[src/rtl/tsw_pkg.sv]
package tsw_pkg;
  typedef enum logic [1:0] {
    K_CALL = 2'd0,
    K_JMP  = 2'd1,
    K_INT  = 2'd2,
    K_IRET = 2'd3
  } kind_e;

  typedef enum logic [2:0] {
    F_NONE   = 3'd0,
    F_LONG   = 3'd1,
    F_PRIV   = 3'd2,
    F_ABSENT = 3'd3,
    F_SHORT  = 3'd4,
    F_BUSY   = 3'd5
  } fault_e;

  typedef enum logic [3:0] {
    S_IDLE, S_LINK, S_D0, S_D1, S_CHK, S_ORD, S_OWR,
    S_SAVE, S_LNKW, S_NBUSY, S_LOAD
  } state_e;

  localparam int DPL_LO   = 16;
  localparam int PRES_BIT = 18;
  localparam int BUSY_BIT = 19;
endpackage

[src/rtl/tsw_check.sv]
module tsw_check
  import tsw_pkg::*;
#(
  parameter int MIN_LIMIT = 'h67
) (
  input  kind_e                 kind,
  input  logic [1:0]            epl,
  input  logic [BUSY_BIT:0]     attr,
  output fault_e                code
);
  logic [1:0] dpl;
  logic       explicit_sw;

  assign dpl         = attr[DPL_LO+1:DPL_LO];
  assign explicit_sw = (kind == K_CALL) || (kind == K_JMP);

  always_comb begin
    code = F_NONE;
    if (explicit_sw && (epl > dpl))
      code = F_PRIV;
    else if (!attr[PRES_BIT])
      code = F_ABSENT;
    else if (attr[15:0] < 16'(MIN_LIMIT))
      code = F_SHORT;
    else if ((kind == K_IRET) != attr[BUSY_BIT])
      code = F_BUSY;
  end
endmodule

[src/rtl/tsw_ntfix.sv]
module tsw_ntfix #(
  parameter int DW     = 32,
  parameter int NT_BIT = 14
) (
  input  logic [DW-1:0] din,
  input  logic          hit,
  input  logic          clr,
  input  logic          set,
  output logic [DW-1:0] dout
);
  always_comb begin
    dout = din;
    if (hit && clr) dout[NT_BIT] = 1'b0;
    if (hit && set) dout[NT_BIT] = 1'b1;
  end
endmodule

[src/rtl/tsw_seq.sv]
module tsw_seq
  import tsw_pkg::*;
#(
  parameter int DW         = 32,
  parameter int AW         = 16,
  parameter int SW         = 16,
  parameter int CTX_WORDS  = 18,
  parameter int FLAGS_IDX  = 14,
  parameter int NT_BIT     = 14,
  parameter int MIN_LIMIT  = 'h67,
  parameter int GDT_BASE   = 0,
  parameter int RESET_TR   = 8,
  parameter int RESET_BASE = 64,
  localparam int IW        = $clog2(CTX_WORDS)
) (
  input  logic          clk,
  input  logic          rst_n,
  input  logic          long_mode,
  input  logic          req_valid,
  output logic          req_ready,
  input  logic [1:0]    req_kind,
  input  logic [SW-1:0] req_sel,
  input  logic [1:0]    req_epl,
  output logic          done,
  output logic          fault_valid,
  output logic [2:0]    fault_code,
  output logic [SW-1:0] tr_sel,
  output logic          mem_valid,
  input  logic          mem_ready,
  output logic          mem_we,
  output logic [AW-1:0] mem_addr,
  output logic [DW-1:0] mem_wdata,
  input  logic [DW-1:0] mem_rdata,
  output logic [IW-1:0] ctx_idx,
  input  logic [DW-1:0] ctx_rdata,
  output logic          ctx_we,
  output logic [DW-1:0] ctx_wdata
);
  localparam logic [IW-1:0] LAST_IDX  = IW'(CTX_WORDS - 1);
  localparam logic [IW-1:0] FLAGS_POS = IW'(FLAGS_IDX);

  state_e        st;
  kind_e         kq, req_k;
  logic [1:0]    eplq;
  logic [SW-1:0] tgt;
  logic [AW-1:0] nbase, cbase;
  logic [DW-1:0] nattr, oattr;
  logic [IW-1:0] idx;
  fault_e        chk_code;
  logic          hs, last, nests, on_flags;
  logic [DW-1:0] save_word, load_word;

  assign req_k    = kind_e'(req_kind);
  assign req_ready = (st == S_IDLE);
  assign hs       = mem_valid && mem_ready;
  assign last     = (idx == LAST_IDX);
  assign nests    = (kq == K_CALL) || (kq == K_INT);
  assign on_flags = (idx == FLAGS_POS);
  assign ctx_idx  = idx;

  function automatic logic [AW-1:0] desc_at(input logic [SW-1:0] s);
    return AW'(GDT_BASE) + AW'({s[SW-1:3], 1'b0});
  endfunction

  tsw_check #(.MIN_LIMIT(MIN_LIMIT)) u_check (
    .kind (kq),
    .epl  (eplq),
    .attr (nattr[BUSY_BIT:0]),
    .code (chk_code)
  );

  tsw_ntfix #(.DW(DW), .NT_BIT(NT_BIT)) u_fix_out (
    .din (ctx_rdata), .hit (on_flags), .clr (kq == K_IRET), .set (1'b0),
    .dout(save_word)
  );

  tsw_ntfix #(.DW(DW), .NT_BIT(NT_BIT)) u_fix_in (
    .din (mem_rdata), .hit (on_flags), .clr (1'b0), .set (nests),
    .dout(load_word)
  );

  always_comb begin
    mem_valid = 1'b1;
    mem_we    = 1'b0;
    mem_addr  = '0;
    mem_wdata = '0;
    unique case (st)
      S_LINK:  mem_addr = cbase;
      S_D0:    mem_addr = desc_at(tgt);
      S_D1:    mem_addr = desc_at(tgt) + AW'(1);
      S_ORD:   mem_addr = desc_at(tr_sel) + AW'(1);
      S_OWR: begin
        mem_addr  = desc_at(tr_sel) + AW'(1);
        mem_we    = 1'b1;
        mem_wdata = oattr & ~(DW'(1) << BUSY_BIT);
      end
      S_SAVE: begin
        mem_addr  = cbase + AW'(1) + AW'(idx);
        mem_we    = 1'b1;
        mem_wdata = save_word;
      end
      S_LNKW: begin
        mem_addr  = nbase;
        mem_we    = 1'b1;
        mem_wdata = DW'(tr_sel);
      end
      S_NBUSY: begin
        mem_addr  = desc_at(tgt) + AW'(1);
        mem_we    = 1'b1;
        mem_wdata = nattr | (DW'(1) << BUSY_BIT);
      end
      S_LOAD:  mem_addr = nbase + AW'(1) + AW'(idx);
      default: mem_valid = 1'b0;
    endcase
  end

  assign ctx_we    = (st == S_LOAD) && mem_ready;
  assign ctx_wdata = load_word;

  always_ff @(posedge clk or negedge rst_n) begin
    if (!rst_n) begin
      st          <= S_IDLE;
      kq          <= K_CALL;
      eplq        <= '0;
      tgt         <= '0;
      nbase       <= '0;
      nattr       <= '0;
      oattr       <= '0;
      idx         <= '0;
      cbase       <= AW'(RESET_BASE);
      tr_sel      <= SW'(RESET_TR);
      done        <= 1'b0;
      fault_valid <= 1'b0;
      fault_code  <= F_NONE;
    end else begin
      done        <= 1'b0;
      fault_valid <= 1'b0;
      unique case (st)
        S_IDLE: if (req_valid) begin
          kq   <= req_k;
          eplq <= req_epl;
          tgt  <= req_sel;
          if (long_mode) begin
            fault_valid <= 1'b1;
            fault_code  <= F_LONG;
          end else begin
            st <= (req_k == K_IRET) ? S_LINK : S_D0;
          end
        end
        S_LINK: if (hs) begin
          tgt <= mem_rdata[SW-1:0];
          st  <= S_D0;
        end
        S_D0: if (hs) begin
          nbase <= mem_rdata[AW-1:0];
          st    <= S_D1;
        end
        S_D1: if (hs) begin
          nattr <= mem_rdata;
          st    <= S_CHK;
        end
        S_CHK: begin
          idx <= '0;
          if (chk_code != F_NONE) begin
            fault_valid <= 1'b1;
            fault_code  <= chk_code;
            st          <= S_IDLE;
          end else if (kq == K_JMP || kq == K_IRET) begin
            st <= S_ORD;
          end else begin
            st <= S_SAVE;
          end
        end
        S_ORD: if (hs) begin
          oattr <= mem_rdata;
          st    <= S_OWR;
        end
        S_OWR: if (hs) st <= S_SAVE;
        S_SAVE: if (hs) begin
          if (last) begin
            idx <= '0;
            if (nests) begin
              st <= S_LNKW;
            end else if (kq == K_JMP) begin
              st <= S_NBUSY;
            end else begin
              tr_sel <= tgt;
              cbase  <= nbase;
              st     <= S_LOAD;
            end
          end else begin
            idx <= idx + IW'(1);
          end
        end
        S_LNKW: if (hs) st <= S_NBUSY;
        S_NBUSY: if (hs) begin
          tr_sel <= tgt;
          cbase  <= nbase;
          st     <= S_LOAD;
        end
        S_LOAD: if (hs) begin
          if (last) begin
            done <= 1'b1;
            st   <= S_IDLE;
          end else begin
            idx <= idx + IW'(1);
          end
        end
        default: st <= S_IDLE;
      endcase
    end
  end
endmodule

[config.mk]
export PLATFORM = sky130hd
export DESIGN_NAME = tsw_seq
export DESIGN_NICKNAME = d
export VERILOG_FILES = /design/src/rtl/tsw_pkg.sv /design/src/rtl/tsw_check.sv /design/src/rtl/tsw_ntfix.sv /design/src/rtl/tsw_seq.sv
export SDC_FILE = /design/constraint.sdc
export NUM_CORES = 1
export LEC_CHECK = 0
export BUFFER_PORTS_ARGS = -buffer_cell sky130_fd_sc_hd__buf_4
export CAP_MARGIN = 20
export CORE_UTILIZATION = 59
export CTS_CLUSTER_DIAMETER = 50
export CTS_CLUSTER_SIZE = 25
export DETAILED_ROUTE_END_ITERATION = 10
export PLACE_DENSITY = 0.9
export SETUP_SLACK_MARGIN = 0.15
export SLEW_MARGIN = 20
export SYNTH_ARGS = -nofsm -noshare
export SYNTH_HDL_FRONTEND = slang
export SYNTH_HIERARCHICAL = 1
export SYNTH_SLANG_ARGS = --single-unit
[constraint.sdc]
create_clock -name clk -period 7.1 [get_ports clk]
set_clock_uncertainty 0.05 [all_clocks]
set_input_delay 0.71 -clock clk [delete_from_list [all_inputs] [get_ports clk]]
set_output_delay 0.71 -clock clk [all_outputs]
set_load 0.05 [all_outputs]
==> summary.md <==
| Metric | Value |
|---|---|
| Final Cycle Share | 0.566 |
| Peak supply drop | 0.000265 V |
| Reg power frac | 0.312 |
| WL/cell | 21.2 um |
| Share of flip-flops with an asynchronous set or reset | 1.00 |
| CTS buffer count | 17 |
| Post-DRT Antenna Nets | 0 |
| Post_cts resized | 0 |
| Site row count | 43 |
| N_diodes | 0 |
| Clock Sinks | 145 |
| Comb power frac | 0.499 |
| Initial Utilization | 0.615 |
| Worst Setup Slack, final | 3.08 ns |
| GRT Util Overall | 0.336 |
| Cell variety after synth | 72 |
| Area growth from synthesis to layout | 19.8% |
| Proportion of layout cells with a drive suffix above 1 | 0.378 |
| Hold Fails Final Rpt | 0 |
| Min Hold Slack | 0.220 ns |
| Max-slew violations | 0 |
| Cells after Synth | 840 |
| Root buffer cell | clkbuf_16 |
| Seq cells post-synth | 145 |
| Switching share of power | 0.464 |
| Final setup violating endpoints | 0 |
| DR pass1 iterations | 6 |
| Vias in the first global route | 7147 |
| Placed cells | 1114 |
| Die width | 123 um |
| H-tree lvl count | 4 |
| Most frequent cells in the layout | 202 x buf_4, 143 x dfrtp_1, 106 x mux2_2 |
| PortBufs | 198 |
| Hold Path Class | primary input to asynchronous set/reset pin |
| Setup crit start kind | flop |
| DRC | 0 |
| Pin count of the biggest net entering global routing | 75 |
| Final Cell Area | 10400 sq um |
| Crit Path Max Fanout | 7 |
| Internal power | 2.86 mW |
| Synth area leaders | dfrtp_1 41%, mux2_2 14%, buf_4 5.9% |
| Arr. time, crit path | 3.26 ns |
| Yosys top cell by area | dfrtp_1 |
| CP Class | flop to output pin |
| CTS tree | done |
| Routed WL | 24.3 mm |
| Max-Cap Viols | 0 |
| Hold bufs inserted after CTS | 0 |
| Die height | 123 um |
| Place WS | 3.54 ns |
| Initial antenna violation count | 0 |
| Commonest non-fill, non-tap cell in the layout | buf_4 |
| Minimum clock period | 4.02 ns |
| Sw power | 2.48 mW |
| Drt first-iter violations | 646 |
| Syn_area_per_cell | 10.3 sq um |
| Final HPWL DP | 16.8 mm |
| Ys flop type | dfrtp_1 |
| Clock group share of total power | 0.189 |
| Non-filler instance count after layout | 1146 |
| RSZ-0062 raised after global routing | no |
| Clk pin slew, worst setup/hold paths | 0.06 ns |
| Post-CTS setup buffer count | 0 |
| EDFF count, synth | 0 |
| Slew @ Worst Pin | 1.04 ns |
| Slew HR | 0.302 |
| Required @ worst endpoint | 6.34 ns |
| Max clock buf depth | 2 |
| CP endpoint kind | output pin |
| Fmax | 249 MHz |
| I/O Pins | 199 |
| Register area | 3630 sq um |
| GR Overflow Total | 0 |
| Core area | 14100 sq um |
| Die Footprint | 15200 sq um |
| Final TNS setup | 0 ns |
| DR vias | 7267 |
| Routability cong. | 0.915 |
| Filler instances | 949 |
| Placed Area | 9710 sq um |
| Clk_lat worst skew | 0.42 ns |
| Number of synthesis warnings | 6 |
| Pleak | 4.84 nW |
| First-pass GRT wire length | 38.1 mm |
| Yosys top cell area share | 0.413 |
| # nets final | 1060 |
| Pwr Density | 515 nW/um^2 |
| Mapped Area | 8660 sq um |
| Multi-input logic area | 4260 sq um |
| Status | complete, no violations |
| Via/cell ratio | 6.34 |
| Sequential element share of the synthesized area | 0.419 |
==> power groups by stage <==
stage / Sequential [mW] / Combinational, mW / Clock (mW)
2_1_floorplan: 1.64 / 1.88 / 0
3_3_place_gp: 1.61 / 2.58 / 0
3_5_place_dp: 1.64 / 2.63 / 0
4_1_cts: 1.64 / 2.65 / 1.02
5_1_grt: 1.70 / 2.84 / 1.05
6_report: 1.67 / 2.67 / 1.01
==> layout make-up <==
| cell class | instances | share of cell area |
|---|---|---|
| Tap cell | 180 | 0.0217 |
| Clock buffer | 18 | 0.0413 |
| Inverter | 20 | 0.00723 |
| Timing Repair Buffer | 203 | 0.147 |
| Multi-Input combinational cell | 566 | 0.410 |
| Sequential cell | 145 | 0.350 |
| Clock inverter | 14 | 0.0227 |
==> flip-flops by register name, summed over array words and instances, names as in the netlist <==
name,cells
eplq,2
done,1
fault_valid,1
tgt,16
nattr,32
kq,2
oattr,31
tr_sel,16
st,4
cbase,16
fault_code,3
nbase,16
ctx_idx,5
==> synth_stat cells (all sizes together), types with 3 or more instances <==
cell type	number
nor3	9
inv	20
o31ai	3
a222oi	9
o21ai	27
nor4	5
xnor2	15
o21a	4
a21oi	37
and2	6
a31oi	5
buf	92
xor2	8
o2111ai	7
nand2b	8
a22oi	51
a32oi	3
mux2i	17
a22o	9
a221o	4
and3	4
nor2	40
clkbuf	18
nor2b	9
or3	4
o221ai	5
mux2	109
dfrtp	143
nand2	98
nand3	14
o211ai	5
ha	16
a21o	4
==> kinds of logic (layout without fill, tap and decap cells) <==
logic type	after synthesis	after routing	synth area share
simple gates	208	208	0.116
fa+ha+maj	18	18	0.0277
buf+inv	130	255	0.0933
flops	145	145	0.419
compound gates	189	189	0.159
mux	126	126	0.161
xor+xnor	23	23	0.0233
other cells	1	2	0.000433
==> routing by layer <==
layer  vias up  share of wire  global-route usage
met5         -              0                   0
met4         0          0.035               0.163
met3        73           0.10              0.0853
met2       432           0.47               0.509
met1      3559           0.40               0.450
li1       3203              -                   -
==> worst paths after layout <==
| kind | from | endpoint | slack [ns] | depth (start not counted) |
|---|---|---|---|---|
| min | rst_n | cbase[7] | 0.22 | 1 |
| min reg2reg | eplq[0] | eplq[0] | 0.44 | 2 |
| min in group clk | req_epl[0] | eplq[0] | 0.43 | 3 |
| max in group asynchronous | rst_n | oattr[29] | 5.40 | 2 |
| max | ctx_idx[0] | mem_addr[10] | 3.08 | 10 |
| max reg2reg | st[1] | cbase[15] | 3.55 | 4 |
==> critical path, cell delays in order, from the launching register on <==
cell and delay, ns:
dfrtp_1 0.46, inv_1 0.14, ha_1 0.25, fa_1 0.42
nor2b_1 0.17, o2111ai_1 0.17, and3_1 0.25, or3_1 0.39
xor2_1 0.15, o221ai_1 0.20, buf_4 0.24
==> through the flow <==
step | util | total power, mW
4_1_cts | 0.736 | 5.31
2_1_floorplan | - | 3.52
5_1_grt | 0.736 | 5.60
3_3_place_gp | 0.689 | 4.19
3_5_place_dp | 0.689 | 4.27
6_report | 0.736 | 5.34
Power figures use the tool's default switching activity.
